### config.mk
export PLATFORM = sky130hd
export DESIGN_NAME = cond_flag_bank
export DESIGN_NICKNAME = d
export VERILOG_FILES = /design/src/rtl/cond_flag_pkg.sv /design/src/rtl/gp_flag_reg.sv /design/src/rtl/msg_result_reg.sv /design/src/rtl/cond_select.sv /design/src/rtl/cond_flag_bank.sv
export SDC_FILE = /design/constraint.sdc
export NUM_CORES = 1
export LEC_CHECK = 0
export BUFFER_PORTS_ARGS = -buffer_cell sky130_fd_sc_hd__buf_2
export CORE_ASPECT_RATIO = 1.1
export CORE_MARGIN = 1
export CORE_UTILIZATION = 41
export CTS_CLUSTER_SIZE = 14
export DETAILED_ROUTE_END_ITERATION = 10
export HOLD_SLACK_MARGIN = 0.08
export PLACE_DENSITY = 0.84
export SYNTH_ARGS = -nofsm -noshare
export SYNTH_HDL_FRONTEND = slang
export SYNTH_SLANG_ARGS = --single-unit
export TNS_END_PERCENT = 1
### constraint.sdc
create_clock -name clk -period 3.62 [get_ports clk]
set_input_delay 0.543 -clock clk [delete_from_list [all_inputs] [get_ports clk]]
set_output_delay 0.543 -clock clk [all_outputs]
set_load 0.02 [all_outputs]
### src/rtl/cond_flag_pkg.sv
package cond_flag_pkg;
  // One flag bit under a set/clear mask pair: set-only -> 1, clear-only -> 0,
  // both -> toggle, neither -> keep.
  function automatic logic mask_update(input logic cur, input logic s, input logic c);
    logic r;
    case ({s, c})
      2'b10:   r = 1'b1;
      2'b01:   r = 1'b0;
      2'b11:   r = ~cur;
      default: r = cur;
    endcase
    return r;
  endfunction
endpackage

### src/rtl/gp_flag_reg.sv
module gp_flag_reg
  import cond_flag_pkg::*;
#(
  parameter int NUM_GP  = 8,
  parameter int NUM_TMR = 2
) (
  input  logic              clk,
  input  logic              rst_n,
  input  logic              seq_en,
  input  logic [NUM_GP-1:0] seq_set,
  input  logic [NUM_GP-1:0] seq_clr,
  input  logic              tmr_en,
  input  logic [NUM_TMR-1:0] tmr_set,
  input  logic [NUM_TMR-1:0] tmr_clr,
  input  logic              host_en,
  input  logic [NUM_GP-1:0] host_set,
  input  logic [NUM_GP-1:0] host_clr,
  output logic [NUM_GP-1:0] flags
);
  logic [NUM_GP-1:0] after_seq, after_tmr, nxt;

  for (genvar i = 0; i < NUM_GP; i++) begin : g_bit
    assign after_seq[i] = seq_en ? mask_update(flags[i], seq_set[i], seq_clr[i]) : flags[i];
    if (i < NUM_TMR) begin : g_tmr
      assign after_tmr[i] = !tmr_en    ? after_seq[i] :
                            tmr_set[i] ? 1'b1 :
                            tmr_clr[i] ? 1'b0 : after_seq[i];
    end else begin : g_notmr
      assign after_tmr[i] = after_seq[i];
    end
    assign nxt[i] = host_en ? mask_update(after_tmr[i], host_set[i], host_clr[i]) : after_tmr[i];
  end

  always_ff @(posedge clk or negedge rst_n) begin
    if (!rst_n) flags <= '0;
    else        flags <= nxt;
  end

  AST_TMR_SPARES_UPPER: assert property (@(posedge clk) disable iff (!rst_n)
    (tmr_en && !seq_en && !host_en) |=> $stable(flags[NUM_GP-1:NUM_TMR]));
  AST_HOST_SET_LAST: assert property (@(posedge clk) disable iff (!rst_n)
    host_en |=> ((flags & $past(host_set & ~host_clr)) == $past(host_set & ~host_clr)));
  AST_HOST_CLR_LAST: assert property (@(posedge clk) disable iff (!rst_n)
    host_en |=> ((flags & $past(host_clr & ~host_set)) == '0));
  AST_FLG_SET_ALONE: assert property (@(posedge clk) disable iff (!rst_n)
    (seq_en && !tmr_en && !host_en) |=>
      ((flags & $past(seq_set & ~seq_clr)) == $past(seq_set & ~seq_clr)));
endmodule

### src/rtl/msg_result_reg.sv
module msg_result_reg #(
  parameter int NUM_MSG = 8
) (
  input  logic               clk,
  input  logic               rst_n,
  input  logic               load,
  input  logic [NUM_MSG-1:0] result,
  output logic [NUM_MSG-1:0] codes
);
  always_ff @(posedge clk or negedge rst_n) begin
    if (!rst_n)    codes <= '0;
    else if (load) codes <= result;
  end

  AST_MSG_HOLD: assert property (@(posedge clk) disable iff (!rst_n)
    !load |=> $stable(codes));
  AST_MSG_LOAD: assert property (@(posedge clk) disable iff (!rst_n)
    load |=> (codes == $past(result)));
endmodule

### src/rtl/cond_select.sv
module cond_select #(
  parameter int NUM_CODES = 16,
  parameter int SEL_W     = $clog2(NUM_CODES)
) (
  input  logic [NUM_CODES-1:0] codes,
  input  logic [SEL_W-1:0]     sel,
  input  logic                 invert,
  output logic                 hit
);
  always_comb begin
    hit = 1'b0;
    for (int k = 0; k < NUM_CODES; k++)
      if (sel == SEL_W'(k)) hit = codes[k];
    hit = hit ^ invert;
  end
endmodule

### src/rtl/cond_flag_bank.sv
module cond_flag_bank #(
  parameter int NUM_GP    = 8,
  parameter int NUM_MSG   = 8,
  parameter int NUM_TMR   = 2,
  localparam int NUM_CODES = NUM_GP + NUM_MSG,
  localparam int SEL_W     = $clog2(NUM_CODES)
) (
  input  logic                 clk,
  input  logic                 rst_n,
  input  logic                 host_wr_en,
  input  logic [NUM_GP-1:0]    host_set_mask,
  input  logic [NUM_GP-1:0]    host_clr_mask,
  input  logic                 flg_en,
  input  logic [2*NUM_GP-1:0]  flg_param,
  input  logic                 tcmp_en,
  input  logic [NUM_TMR-1:0]   tcmp_set,
  input  logic [NUM_TMR-1:0]   tcmp_clr,
  input  logic                 msg_done,
  input  logic [NUM_MSG-1:0]   msg_result,
  input  logic [SEL_W-1:0]     cond_sel,
  input  logic                 cond_invert,
  output logic                 cond_true,
  output logic [NUM_CODES-1:0] cond_codes
);
  logic [NUM_GP-1:0]  gp_q;
  logic [NUM_MSG-1:0] msg_q;

  gp_flag_reg #(.NUM_GP(NUM_GP), .NUM_TMR(NUM_TMR)) u_gp (
    .clk(clk), .rst_n(rst_n),
    .seq_en(flg_en), .seq_set(flg_param[2*NUM_GP-1:NUM_GP]), .seq_clr(flg_param[NUM_GP-1:0]),
    .tmr_en(tcmp_en), .tmr_set(tcmp_set), .tmr_clr(tcmp_clr),
    .host_en(host_wr_en), .host_set(host_set_mask), .host_clr(host_clr_mask),
    .flags(gp_q)
  );

  msg_result_reg #(.NUM_MSG(NUM_MSG)) u_msg (
    .clk(clk), .rst_n(rst_n), .load(msg_done), .result(msg_result), .codes(msg_q)
  );

  assign cond_codes = {msg_q, gp_q};

  cond_select #(.NUM_CODES(NUM_CODES), .SEL_W(SEL_W)) u_sel (
    .codes(cond_codes), .sel(cond_sel), .invert(cond_invert), .hit(cond_true)
  );

  AST_RESET_CLEARS: assert property (@(posedge clk)
    !rst_n |=> (cond_codes == '0));
  AST_GP_IDLE_HOLD: assert property (@(posedge clk) disable iff (!rst_n)
    (!host_wr_en && !flg_en && !tcmp_en) |=> $stable(cond_codes[NUM_GP-1:0]));
  AST_MSG_UNTOUCHED_BY_FLAGS: assert property (@(posedge clk) disable iff (!rst_n)
    !msg_done |=> $stable(cond_codes[NUM_CODES-1:NUM_GP]));
endmodule

Yosys cells after proc, flatten, opt, wreduce, memory -nomap -nowiden --
Cells that the tools add are included.
Word-level totals: bits in registers 16, input bits 55, word-level logic and storage cells 137
Cells by class: equality and inequality tests 63, muxes and demuxes 54, bitwise logic cells 17, reductions and logical operators 1
Operator list (count):
- $eq 2x2->1 const B | 32
- $pmux 1 s3 | 16
- $mux 1 | 38
- $eq 2x1->1 const B | 16
- $eq 4x4->1 const B | 8
- $eq 4x3->1 const B | 4
- $not 1->1 | 16
- $eq 4x2->1 const B | 2
- $eq 4x1->1 const B | 1
- $logic_not 4->1 | 1
- $xor 1x1->1 | 1

Logic depth before layout (Yosys ltp) --
depth in word-level cells 18, mapped depth 6, mapped depth without buffers 5

By module --
Synthesis repeated with hierarchy kept, for this count alone.
Second synthesis, totals: cell total of the unflattened synthesis 94, area total of the unflattened synthesis 1066.0 µm²
Modules (own cells, without submodules):
- gp_flag_reg | instances 1, cells each 55, area each 538.0 µm², sequential area each 200.2 µm²
- msg_result_reg | instances 1, cells each 17, area each 331.6 µm², sequential area each 200.2 µm²
- cond_select | instances 1, cells each 22, area each 196.4 µm², sequential area each 0.0 µm²

Worst setup path before layout --
Ideal clock, no wire load.
kind input to output, start point input port cond_sel[1], end point output port cond_true, arrival 1.784 ns, data required time 3.077 ns, setup slack 1.293 ns, cell stages on the path 5, path buffers 1, cells stage by stage buf_6 > mux4_2 > a211oi_1 > a31oi_1 > xor2_1
On the way: cells in the longest elaborated chain, start to end 18, elaborated cells between the ends (all ways) 33
Ends and longest elaborated chain:
- start: declaration | RTL line cond_flag_bank.sv:20 | input logic [SEL_W-1:0] cond_sel,
- $logic_not 4->1 | RTL line cond_select.sv:13 | if (sel == SEL_W'(k)) hit = codes[k];
- $mux 1 (15 in a row) | RTL line cond_select.sv:13
- $mux 1 * | RTL line cond_select.sv:13
- $xor 1x1->1 * | RTL line cond_select.sv:14 | hit = hit ^ invert;
- end: declaration | RTL line cond_flag_bank.sv:22 | output logic cond_true,
Every way passes the cells marked *; elsewhere a longest branch is shown, timed or not.

Final worst setup path --
start point input port cond_sel[2], end point output port cond_true
The elaborated chain is that of the path after synthesis.

==> results by group <==
Route
  • WL/cell: around 14 µm
  • Vias per cell: 5.469
  • DRC: 0
  • Total wire length: 2435 µm
  • Antenna-violating nets left: 0
  • DRT iter0 DRCs: 14
  • First-pass detailed-route iteration total: 4
  • Via count: approximately 1000

Pwr
  • Sw power: 177.2 µW
  • Clock Power Share: 21.6%
  • Comb pwr share: 34.4%
  • Seq pwr share: 44.0%
  • Power per cell area: 416.0 nW/µm²
  • Peak VDD IR: between 0.2 and 0.3 mV
  • Pleak: about 0.63 nW
  • Pint: 350.1 µW
  • Sw Ratio: 33.60%

Worst setup path
  • Crit path cell chain: buf_2 -> mux4_2 -> nor2b_1 -> a211oi_1 -> a31oi_1 -> xor2_1 -> buf_2
  • Slowest cell on the critical path: mux4_2
  • Crit path kind: input pin to output pin
  • Worst path arrival time: 1.94 ns
  • CP max FO: 6
  • CP Buf/Inv Count: 2
  • CP peak stage delay: 0.49 ns
  • Worst Setup End Kind: output pin
  • Crit path required time: 3.08 ns
  • Most common cell on crit path: buf_2
  • Worst path top cell family by delay: multiplexers
  • Critical path launch point type: input pin

Floorplan
  • Initial core utilization: roughly 44%
  • Core area: between 1500 and 2000 µm²
  • Chip Height: 50.37 µm
  • # IOs: 72
  • Std cell rows: 17
  • Die ar.: 2316 µm²
  • Die width: 45.98 µm

Logic synthesis
  • Post-synthesis compound-gate area fraction: between 20% and 30%
  • Post-Synthesis Cells: 82
  • Yosys warns: 0
  • Sequential-to-total area share from yosys stat: a little under half
  • Synth top area share: a little under half
  • Synthesized Nets: 137
  • Yosys cell types: 19
  • Asr flop ratio synth: 100.0%
  • Synth top cells by count: a21oi_1 (16), dfrtp_1 (16), a31oi_1 (15), mux2_2 (8), clkbuf_1 (4)
  • Cell taking the most area after synthesis: dfrtp_1
  • Post-Synth Simple-Gate Area: 3.443%
  • Mux cell area share after synthesis: 18.94%
  • Post-Synth Adder-Cell Area: 0%
  • Number of flops mapped to enable cells by yosys: 0
  • Post-synthesis average cell area: 10.64 µm²
  • Main synth FF type: dfrtp_1
  • Mapped Area: 872.1 µm²
  • Synth Area in XOR/XNOR: 1.004%
  • Top cells by area, synth: dfrtp_1 (46%), a31oi_1 (11%), mux2_2 (10%), a21oi_1 (9.2%), mux4_2 (5.2%)
  • Main combinational cell family by area after synthesis: compound AO/OA/AOI/OAI gates
  • Post-synthesis sequential element count: 16

Run
  • Max Cap Viol: 0

Global route
  • Initial antenna violation count: 0
  • Vias in the first global route: around 910
  • Grt total ovfl: 0
  • Maximum number of pins on one net before global-route repair: 17
  • First-pass GRT wire length: 3836 µm
  • GRT Util Overall: between 20% and 30%

STA
  • Max Fclk: roughly 400 MHz
  • Worst Skew: 0 ns
  • Pins Over Slew Limit: 0
  • Final setup vio count: 0
  • Max transition margin: 76.53%
  • RSZ-0062 raised after global routing: false
  • Final period utilization: around two thirds
  • Fin. Hold Viols: 0
  • Setup TNS: 0 ns
  • Minimum clock period: 2.485 ns
  • Worst-Margin Slew: 0.3521 ns

Hold path
  • Hold Crit Class: input pin to asynchronous set/reset pin

Clock tree
  • CTS Buf Count: 3
  • Clock sink count: 16
  • Maximum clock path buffer count: 2
  • Skew-Pair Late Insertion Delay: 0.28 ns
  • Post-CTS sizing: 0
  • TritonCTS clock tree: built
  • Post-CTS Repair Setup Buffers: 0
  • Hold_buf cts: 0
  • Clock transition at path regs: around 0.090 ns
  • Root buf cell: clkbuf_4
  • Htree depth: 1

Finish
  • Final core utilization: 63.39%
  • Fillers: 187
  • Storage cell area: 400.4 µm²
  • Antenna cells: 0
  • Layout Nets: 207
  • Area Overhead vs Synth: 45.34%
  • Area occupied by multi-input gates: around 440 µm²
  • Share of layout cells above drive strength 1: 57.62%

Placed design
  • Dpl hpwl: 2035 µm
  • IO buf count: 71
  • GP Congestion: about 0.80

Run status
  • Status: complete, no violations
[cells in the final DEF (no fill, tap or decap)]
| cell | synthesis | final |
|---|---|---|
| a22oi_1 | 2 | 2 |
| mux2_2 | 8 | 8 |
| xor2_1 | 1 | 1 |
| a21o_1 | 1 | 1 |
| buf_2 | 1 | 71 |
| o21ai_0 | 3 | 3 |
| clkbuf_4 | 0 | 3 |
| clkbuf_8 | 0 | 1 |
| nand3_1 | 1 | 1 |
| a211oi_1 | 1 | 1 |
| nand3b_1 | 1 | 1 |
| a21oi_1 | 16 | 16 |
| nor2b_1 | 1 | 1 |
| nand2_1 | 3 | 3 |
| dfrtp_1 | 16 | 16 |
| mux4_2 | 2 | 2 |
| a31o_2 | 2 | 2 |
| mux2i_1 | 3 | 3 |
| a31oi_1 | 15 | 15 |
[worst register-to-register path, delay by kind of cell, from the launching register on]
| kind | cells | cell delay (ns) |
|---|---|---|
| compound gates | 5 | 0.73 |
| flops | 1 | 0.41 |
[cells by family after synthesis]
logic type / count (synthesis)
multiplexers: 13
AO/OA/AOI/OAI: 40
buffers and inverters: 6
flip-flops: 16
XOR/XNOR: 1
AND/OR/NAND/NOR: 6
[path summary, 6_finish.rpt]
check	end	cells after the start	from	slack [ns]
min in group clk	u_gp.flags[5]	2	host_clr_mask[5]	0.44
min reg2reg	u_msg.codes[5]	1	u_msg.codes[5]	0.54
max reg2reg	u_gp.flags[0]	5	u_gp.flags[0]	2.38
max in group asynchronous	u_gp.flags[1]	1	rst_n	3.21
min	u_msg.codes[1]	1	rst_n	0.15
max	cond_true	7	cond_sel[2]	1.14
[sequential cells by signal, indices dropped and copies added (netlist names)]
| name | count |
|---|---|
| u_gp.flags | 8 |
| u_msg.codes | 8 |
[metrics by stage]
step           worst slack, ns  instances  hold slack, ns  area [µm²]  total power [mW]
2_1_floorplan            1.293         82          0.2474       872.1            0.3393
3_3_place_gp             1.188        175          0.4562        1231            0.4100
3_5_place_dp             1.125        175          0.4637        1231            0.4174
4_1_cts                  1.130        179          0.1531        1267            0.5313
5_1_grt                  1.035        179          0.1747        1267            0.5553
6_report                 1.135        179          0.1518        1267            0.5273
[cell type report]
class / count / share of cell area (%)
Clock buffer: 4 / 2.863
Tap cell: 28 / 2.764
Timing Repair Buffer: 71 / 28.04
Multi-Input combinational cell: 60 / 34.75
Sequential cell: 16 / 31.59
[power groups by stage]
stage          Combinational [mW]  Sequential [mW]  Clock (mW)
6_report                    0.181            0.232       0.114
5_1_grt                     0.198            0.235       0.122
3_5_place_dp                0.182            0.235           0
4_1_cts                     0.183            0.231       0.117
2_1_floorplan              0.0785            0.261           0
3_3_place_gp                0.177            0.233           0
[metal layers]
| metal | track usage (%) | part of all wire [%] | vias up | wire length [µm] |
|---|---|---|---|---|
| met5 | 0 | 0 | - | 0 |
| met4 | 14.71 | 3.7 | 0 | 89 |
| met3 | 2.878 | 4.3 | 8 | 105 |
| met2 | 41.78 | 55 | 37 | 1347 |
| met1 | 24.12 | 37 | 473 | 892 |
| li1 | - | - | 461 | - |
Note: power is estimated with default switching activity, not from simulation.
